`src/rtl/match_timer_pkg.sv`:
```
package match_timer_pkg;

   // register word addresses
   localparam int unsigned REG_TCTRL       = 0;
   localparam int unsigned REG_MCTRL       = 1;
   localparam int unsigned REG_PRESC       = 2;
   localparam int unsigned REG_FLAGS       = 3;
   localparam int unsigned REG_MATCH_BASE  = 4;
   localparam int unsigned REG_SHADOW_BASE = 8;
   localparam int unsigned REG_SPAN        = 12;

   // control word layout
   localparam int unsigned MAX_CH      = 4;
   localparam int unsigned BITS_PER_CH = 3;
   localparam int unsigned RELOAD_BASE = 24;

   typedef enum int unsigned {
      ACT_IRQ  = 0,
      ACT_ZERO = 1,
      ACT_STOP = 2
   } act_e;

   typedef struct packed {
      logic irq;
      logic zero;
      logic stop;
      logic reload;
   } chan_ctl_t;

   function automatic int unsigned act_bit(int unsigned ch, act_e a);
      return ch * BITS_PER_CH + int'(a);
   endfunction

   function automatic int unsigned reload_bit(int unsigned ch);
      return RELOAD_BASE + ch;
   endfunction

endpackage

```
`src/rtl/match_timer_prescale.sv`:
```
module match_timer_prescale #(
   parameter int unsigned PRE_W = 32
) (
   input  logic             clk,
   input  logic             rst_n,
   input  logic             clr_i,
   input  logic             run_i,
   input  logic [PRE_W-1:0] limit_i,
   output logic [PRE_W-1:0] pc_o,
   output logic             tick_o
);

   logic [PRE_W-1:0] pc_q;

   assign tick_o = run_i && (pc_q >= limit_i);
   assign pc_o   = pc_q;

   always_ff @(posedge clk or negedge rst_n) begin
      if (!rst_n) begin
         pc_q <= '0;
      end else if (clr_i) begin
         pc_q <= '0;
      end else if (run_i) begin
         if (tick_o) pc_q <= '0;
         else        pc_q <= pc_q + 1'b1;
      end
   end

   AST_PC_WRAP: assert property (@(posedge clk) disable iff (!rst_n)
      tick_o |=> (pc_q == '0));

   AST_PC_STEP: assert property (@(posedge clk) disable iff (!rst_n)
      (run_i && !tick_o && !clr_i) |=> (pc_q == $past(pc_q) + 1'b1));

endmodule

```
`src/rtl/match_timer_count.sv`:
```
module match_timer_count #(
   parameter int unsigned CNT_W = 32
) (
   input  logic             clk,
   input  logic             rst_n,
   input  logic             clr_i,
   input  logic             tick_i,
   input  logic             zero_i,
   input  logic             hold_i,
   output logic [CNT_W-1:0] count_o
);

   logic [CNT_W-1:0] cnt_q;

   always_ff @(posedge clk or negedge rst_n) begin
      if (!rst_n) begin
         cnt_q <= '0;
      end else if (clr_i) begin
         cnt_q <= '0;
      end else if (tick_i) begin
         if (zero_i)       cnt_q <= '0;
         else if (!hold_i) cnt_q <= cnt_q + 1'b1;
      end
   end

   assign count_o = cnt_q;

   AST_HELD_ZERO: assert property (@(posedge clk) disable iff (!rst_n)
      clr_i |=> (cnt_q == '0));

   AST_NO_TICK_HOLD: assert property (@(posedge clk) disable iff (!rst_n)
      (!tick_i && !clr_i) |=> $stable(cnt_q));

endmodule

```
`src/rtl/match_timer_chan.sv`:
```
module match_timer_chan
   import match_timer_pkg::*;
#(
   parameter int unsigned CNT_W  = 32,
   parameter int unsigned DATA_W = 32,
   parameter int unsigned ADDR_W = 4,
   parameter int unsigned IDX    = 0
) (
   input  logic              clk,
   input  logic              rst_n,
   input  logic              wr_en,
   input  logic [ADDR_W-1:0] wr_addr,
   input  logic [DATA_W-1:0] wr_data,
   input  logic [CNT_W-1:0]  count_i,
   input  logic              tick_i,
   input  logic              zero_evt_i,
   input  chan_ctl_t         ctl_i,
   output logic              hit_o,
   output logic              flag_o
);

   localparam logic [ADDR_W-1:0] A_MATCH  = ADDR_W'(REG_MATCH_BASE + IDX);
   localparam logic [ADDR_W-1:0] A_SHADOW = ADDR_W'(REG_SHADOW_BASE + IDX);
   localparam logic [ADDR_W-1:0] A_FLAGS  = ADDR_W'(REG_FLAGS);

   logic [CNT_W-1:0] mr_q;
   logic [CNT_W-1:0] sh_q;
   logic             flag_q;
   logic             wr_match, wr_shadow, clr_flag, set_flag;

   assign wr_match  = wr_en && (wr_addr == A_MATCH);
   assign wr_shadow = wr_en && (wr_addr == A_SHADOW);
   assign clr_flag  = wr_en && (wr_addr == A_FLAGS) && wr_data[IDX];
   assign hit_o     = (mr_q == count_i);
   assign set_flag  = tick_i && hit_o && ctl_i.irq;

   always_ff @(posedge clk or negedge rst_n) begin
      if (!rst_n) begin
         mr_q   <= '0;
         sh_q   <= '0;
         flag_q <= 1'b0;
      end else begin
         if (wr_shadow) sh_q <= wr_data[CNT_W-1:0];

         if (zero_evt_i && ctl_i.reload) mr_q <= sh_q;
         else if (wr_match)              mr_q <= wr_data[CNT_W-1:0];

         if (set_flag)      flag_q <= 1'b1;
         else if (clr_flag) flag_q <= 1'b0;
      end
   end

   assign flag_o = flag_q;

   AST_FLAG_SET: assert property (@(posedge clk) disable iff (!rst_n)
      (tick_i && hit_o && ctl_i.irq) |=> flag_q);

   AST_FLAG_STICKY: assert property (@(posedge clk) disable iff (!rst_n)
      (flag_q && !clr_flag) |=> flag_q);

   AST_RELOAD: assert property (@(posedge clk) disable iff (!rst_n)
      (zero_evt_i && ctl_i.reload) |=> (mr_q == $past(sh_q)));

   AST_KEEP_MATCH: assert property (@(posedge clk) disable iff (!rst_n)
      (zero_evt_i && !ctl_i.reload && !wr_match) |=> $stable(mr_q));

endmodule

```
`src/rtl/match_timer.sv`:
```
module match_timer
   import match_timer_pkg::*;
#(
   parameter int unsigned NUM_CH = 4,
   parameter int unsigned CNT_W  = 32,
   parameter int unsigned PRE_W  = 32,
   parameter int unsigned DATA_W = 32,
   parameter int unsigned ADDR_W = 4
) (
   input  logic              clk,
   input  logic              rst_n,
   input  logic              wr_en,
   input  logic [ADDR_W-1:0] wr_addr,
   input  logic [DATA_W-1:0] wr_data,
   output logic [CNT_W-1:0]  count_o,
   output logic [PRE_W-1:0]  prescale_o,
   output logic [NUM_CH-1:0] irq_o,
   output logic              running_o
);

   localparam int unsigned CTL_TOP = RELOAD_BASE + MAX_CH;
   localparam logic [ADDR_W-1:0] A_TCTRL = ADDR_W'(REG_TCTRL);
   localparam logic [ADDR_W-1:0] A_MCTRL = ADDR_W'(REG_MCTRL);
   localparam logic [ADDR_W-1:0] A_PRESC = ADDR_W'(REG_PRESC);

   // elaboration-time parameter checks
   if (NUM_CH < 1 || NUM_CH > MAX_CH) begin : g_bad_ch
      $error("match_timer: NUM_CH must be between 1 and 4");
   end
   if (DATA_W < CTL_TOP) begin : g_bad_data
      $error("match_timer: DATA_W too narrow for the control word");
   end
   if (CNT_W > DATA_W || PRE_W > DATA_W) begin : g_bad_cnt
      $error("match_timer: counter widths must fit the write data");
   end
   if ((1 << ADDR_W) < REG_SPAN) begin : g_bad_addr
      $error("match_timer: ADDR_W too narrow for the register map");
   end

   logic [1:0]        tcr_q;   // [0] run, [1] held reset
   logic [PRE_W-1:0]  pr_q;
   chan_ctl_t         ctl_q [NUM_CH];
   logic [NUM_CH-1:0] hit, zero_mask, stop_mask, flags;
   logic              run, tick, zero_req, stop_req, sw_zero, zero_evt;
   logic              wr_tctrl, wr_mctrl, wr_presc;

   assign wr_tctrl = wr_en && (wr_addr == A_TCTRL);
   assign wr_mctrl = wr_en && (wr_addr == A_MCTRL);
   assign wr_presc = wr_en && (wr_addr == A_PRESC);

   assign run      = tcr_q[0] && !tcr_q[1];
   assign zero_req = tick && |(hit & zero_mask);
   assign stop_req = tick && |(hit & stop_mask);
   assign sw_zero  = wr_tctrl && wr_data[1];
   assign zero_evt = zero_req || sw_zero;

   // timer control and prescale limit
   always_ff @(posedge clk or negedge rst_n) begin
      if (!rst_n) begin
         tcr_q <= '0;
         pr_q  <= '0;
      end else begin
         if (wr_tctrl) tcr_q    <= wr_data[1:0];
         if (stop_req) tcr_q[0] <= 1'b0;
         if (wr_presc) pr_q     <= wr_data[PRE_W-1:0];
      end
   end

   // per-channel control fields and channels
   for (genvar n = 0; n < NUM_CH; n++) begin : g_ch
      always_ff @(posedge clk or negedge rst_n) begin
         if (!rst_n) begin
            ctl_q[n] <= '0;
         end else if (wr_mctrl) begin
            ctl_q[n].irq    <= wr_data[act_bit(n, ACT_IRQ)];
            ctl_q[n].zero   <= wr_data[act_bit(n, ACT_ZERO)];
            ctl_q[n].stop   <= wr_data[act_bit(n, ACT_STOP)];
            ctl_q[n].reload <= wr_data[reload_bit(n)];
         end
      end

      assign zero_mask[n] = ctl_q[n].zero;
      assign stop_mask[n] = ctl_q[n].stop;

      match_timer_chan #(
         .CNT_W  (CNT_W),
         .DATA_W (DATA_W),
         .ADDR_W (ADDR_W),
         .IDX    (n)
      ) chan_i (
         .clk        (clk),
         .rst_n      (rst_n),
         .wr_en      (wr_en),
         .wr_addr    (wr_addr),
         .wr_data    (wr_data),
         .count_i    (count_o),
         .tick_i     (tick),
         .zero_evt_i (zero_evt),
         .ctl_i      (ctl_q[n]),
         .hit_o      (hit[n]),
         .flag_o     (flags[n])
      );
   end

   match_timer_prescale #(.PRE_W(PRE_W)) presc_i (
      .clk     (clk),
      .rst_n   (rst_n),
      .clr_i   (tcr_q[1]),
      .run_i   (run),
      .limit_i (pr_q),
      .pc_o    (prescale_o),
      .tick_o  (tick)
   );

   match_timer_count #(.CNT_W(CNT_W)) count_i (
      .clk     (clk),
      .rst_n   (rst_n),
      .clr_i   (tcr_q[1]),
      .tick_i  (tick),
      .zero_i  (zero_req),
      .hold_i  (stop_req),
      .count_o (count_o)
   );

   assign irq_o     = flags;
   assign running_o = tcr_q[0];

   AST_STOP_CLEARS: assert property (@(posedge clk) disable iff (!rst_n)
      stop_req |=> !running_o);

   AST_MATCH_ZERO: assert property (@(posedge clk) disable iff (!rst_n)
      zero_req |=> (count_o == '0));

   AST_STOP_HOLDS: assert property (@(posedge clk) disable iff (!rst_n)
      (stop_req && !zero_req && !tcr_q[1]) |=> $stable(count_o));

   AST_IDLE_HOLD: assert property (@(posedge clk) disable iff (!rst_n)
      (!tcr_q[0] && !tcr_q[1]) |=> ($stable(count_o) && $stable(prescale_o)));

   AST_HELD_PC: assert property (@(posedge clk) disable iff (!rst_n)
      tcr_q[1] |=> (prescale_o == '0));

endmodule

```
`config.mk`:
```
export PLATFORM = sky130hd
export DESIGN_NAME = match_timer
export DESIGN_NICKNAME = d
export VERILOG_FILES = /design/src/rtl/match_timer_pkg.sv /design/src/rtl/match_timer_prescale.sv /design/src/rtl/match_timer_count.sv /design/src/rtl/match_timer_chan.sv /design/src/rtl/match_timer.sv
export SDC_FILE = /design/constraint.sdc
export NUM_CORES = 1
export LEC_CHECK = 0
export ABC_CLOCK_PERIOD_IN_PS = 4800
export BUFFER_PORTS_ARGS = -buffer_cell sky130_fd_sc_hd__buf_2
export CORE_MARGIN = 3
export CORE_UTILIZATION = 58
export CTS_CLUSTER_DIAMETER = 60
export DETAILED_ROUTE_END_ITERATION = 6
export PLACE_DENSITY = 0.77
export SLEW_MARGIN = 30
export SYNTH_ARGS = -nofsm -noshare
export SYNTH_HDL_FRONTEND = slang
export SYNTH_SLANG_ARGS = --single-unit
```
`constraint.sdc`:
```
create_clock -name clk -period 4.8 [get_ports clk]
set_clock_uncertainty 0.15 [all_clocks]
set_input_delay 0.96 -clock clk [delete_from_list [all_inputs] [get_ports clk]]
set_output_delay 0.96 -clock clk [all_outputs]
set_load 0.01 [all_outputs]
```
==> flow_summary.ini <==
[setup_path]
cp_max_fo = 32
timing.critical_path.slowest_stage_cell = nor4_1
critical_path_required_ns = 5.04
regToRegStartpoint = presc_i.pc_o[28]
crit_family = simple AND/OR/NAND/NOR gates
crit_chain = ha_1 -> nand4_1 -> or3_1 -> nor4_1 -> o41a_2 -> o21ai_2 -> o21ai_4 -> buf_4 -> and2_1 -> buf_4 -> o21ai_0
timing_worst_setup_path_type = reg -> reg
timing.critical_path.from = presc_i.pc_o[28]
cp_slowest_stage_delay_ns = 0.61
worstSetupEndpointType = flip-flop
cp_common_cell = buf_4
startpoint_type = flip-flop
cp_num_buf_inv = 2
cp_data_arrival_time_ns = 4.39

[drt]
drt_drc_violations_left = 0
detail_route.wl_per_cell_um = 24.2
dr.pass1.iters = 5
antenna_violating_nets_post_route = 0
drtIter0Drc = 1339
drt-total-wl_um = 53400
routed-via-count = 14000
vias_per_std_cell = 6.33

[sta]
max_clock_freq_mhz = 241
maxSlewViolCount = 0
final-hold-violation-count = 0
holdWs_ns = 0.288
fin_setup_tns_ns = 0
timing_worst_slew_pin_value_ns = 0.993
setup_viol = 0
grt_setup_unrepaired = false
max-slew-margin-rel_pct = 33.8
period_needed_ns = 4.15
period_share_pct = 86.5

[finish]
layout-drive-gt1-share_pct = 23.3
antenna_cells = 0
layout.area.seq_um2 = 9360
final_nets = 1818
fillerInstances = 2370
synthToLayoutAreaGrowth_pct = 11.7
multi_input_area_um2 = 8730

[floorplan]
io-pin-count = 108
num_rows = 65
die-width_um = 186
die_area_um2 = 34700
area_of_the_core_um2 = 31800
die_y_um = 186
initial_core_util_pct = 59.2

[synth]
postSynthRegisterBits = 374
synth-edff-count = 0
synth_cell_type_count = 59
synth_seq_area_share_pct = 49.7
postSynthNetCount = 1786
synth_warnings = 0
yosys.area.top_type = dfrtp_1
synthDominantCellAreaShare_pct = 49.7
netlist_instances = 1713
netlist_area_um2 = 18800
synth.most_common_cell = dfrtp_1
synth-async-reset-ratio_pct = 100
synth.avg_cell_area_um2 = 11.0
ys_top_cells_by_area = dfrtp_1 50%, mux2_2 11%, mux2i_1 6.9%, xnor2_1 6.8%, nand3_1 4.3%
ys_top_cells_by_count = 374 x dfrtp_1, 178 x mux2_2, 162 x nand3_1
dominantRegCellSynth = dfrtp_1

[run]
max_cap_viol_count = 0

[clock_tree]
h_tree_levels = 2
hold_buffers = 0
postCtsResizedCells = 0
cts_root_buffer = clkbuf_16
numClockSinks = 374
clock_tree_from_tritoncts = done
post-cts-setup-buffer-count = 0
clk_path_buf_depth = 3
source_to_sink_clock_delay_at_the_later_pin_of_the_worst_skew_pair_ns = 0.54
clock_transition_at_the_registers_of_the_reported_paths_ns = 0.06
numCtsBuffers = 41

[power]
vdd.ir_drop.worst_mv = 0.246
finalPower_mw = 9.13
power-per-cell-area_nw_per_um2 = 434
total_leakage_power_nw = 8.93

[grt]
grt_pass1_vias = 14100
grt_start_max_net_pins = 94
grt_first_pass_wirelength_um = 82800
antenna_violations_before_repair = 0
gr-usage-all-layers_pct = 31.0
globalRoute.totalOverflow = 0

[placement]
place.gp.congestion = 0.947
dp_hpwl_um = 36800
numPortBuffers = 107

[min_path]
holdCritPathClass = in -> async

[run_status]
status = complete, no violations
placed cells by master, fill, tap and decap left out, types with 32 or more instances in the layout:
cell type,count
inv_1,40
nand2_1,50
nand4_1,47
nand3_1,162
buf_2,106
dfrtp_1,374
a21oi_1,32
o21ai_0,151
nor2_1,49
clkbuf_16,43
mux2i_1,129
mux2_2,178
xnor2_1,146
ha_1,34
through the flow:
stage	std cells	utilization [%]	cell area (µm²)	setup slack (ns)
after global placement	2134	61.8	19600	0.892
after floorplan	1713	-	18800	1.75
after global routing	2209	66.1	21000	0.530
final	2209	66.1	21000	0.648
after CTS	2208	66.1	21000	0.711
after detailed placement	2136	61.9	19700	0.744
power by group:
| part | switching (mW) | internal [mW] | leakage (nW) |
|---|---|---|---|
| combinational | 0.879 | 0.786 | 3.59 |
| sequential | 0.539 | 3.85 | 4.69 |
| clock | 1.25 | 1.83 | 0.645 |
path summary, 6_finish.rpt:
path | end | depth (start not counted) | slack (ns)
max | g_ch[1].chan_i.mr_q[4] | 11 | 0.65
min | pr_q[4] | 1 | 0.29
max reg2reg | g_ch[1].chan_i.mr_q[4] | 11 | 0.65
min reg2reg | g_ch[1].chan_i.mr_q[21] | 2 | 0.35
max in group asynchronous | g_ch[3].chan_i.mr_q[12] | 2 | 3.14
min in group clk | g_ch[1].chan_i.mr_q[21] | 2 | 0.35
flip-flops by register name (all words and copies together), names as in the netlist:
name	flops
presc_i.pc_o	32
g_ch.chan_i.mr_q	128
g_ch.chan_i.sh_q	128
pr_q	32
g_ch.chan_i.flag_o	4
tcr_q	2
count_i.count_o	32
ctl_q	16
worst reg2reg max path, delay by kind of cell, from the launching register on:
family	cells	cell delay, ns
compound gates	4	1.21
fa+ha+maj	1	0.31
buf+inv	2	0.60
flops	1	0.44
simple gates	4	1.31
layout make-up:
| cell class | count | area share (%) |
|---|---|---|
| sequential | 374 | 44.5 |
| multi-input combinational | 1143 | 41.5 |
| clock buffer | 66 | 5.96 |
| timing repair buffer | 145 | 4.46 |
| tap | 435 | 2.59 |
| inverter | 40 | 0.714 |
| clock inverter | 6 | 0.280 |
routing by layer:
layer  up-vias  global-route usage (%)  part of all wire (%)
met5         -                       0                     0
met4         0                    12.7                   4.3
met3       141                    5.11                   8.7
met2       711                    49.6                    46
met1      7062                    42.8                    41
li1       6061                       -                     -
cell families after synthesis:
logic type / Yosys count / synth area share, %
AO/OA/AOI/OAI: 231 / 6.90
XOR/XNOR: 161 / 7.49
adder cells (fa/ha/maj): 34 / 2.26
buffers and inverters: 196 / 4.37
flip-flops: 374 / 49.7
multiplexers: 308 / 17.6
AND/OR/NAND/NOR: 409 / 11.7
(Power assumes the default switching activity.)
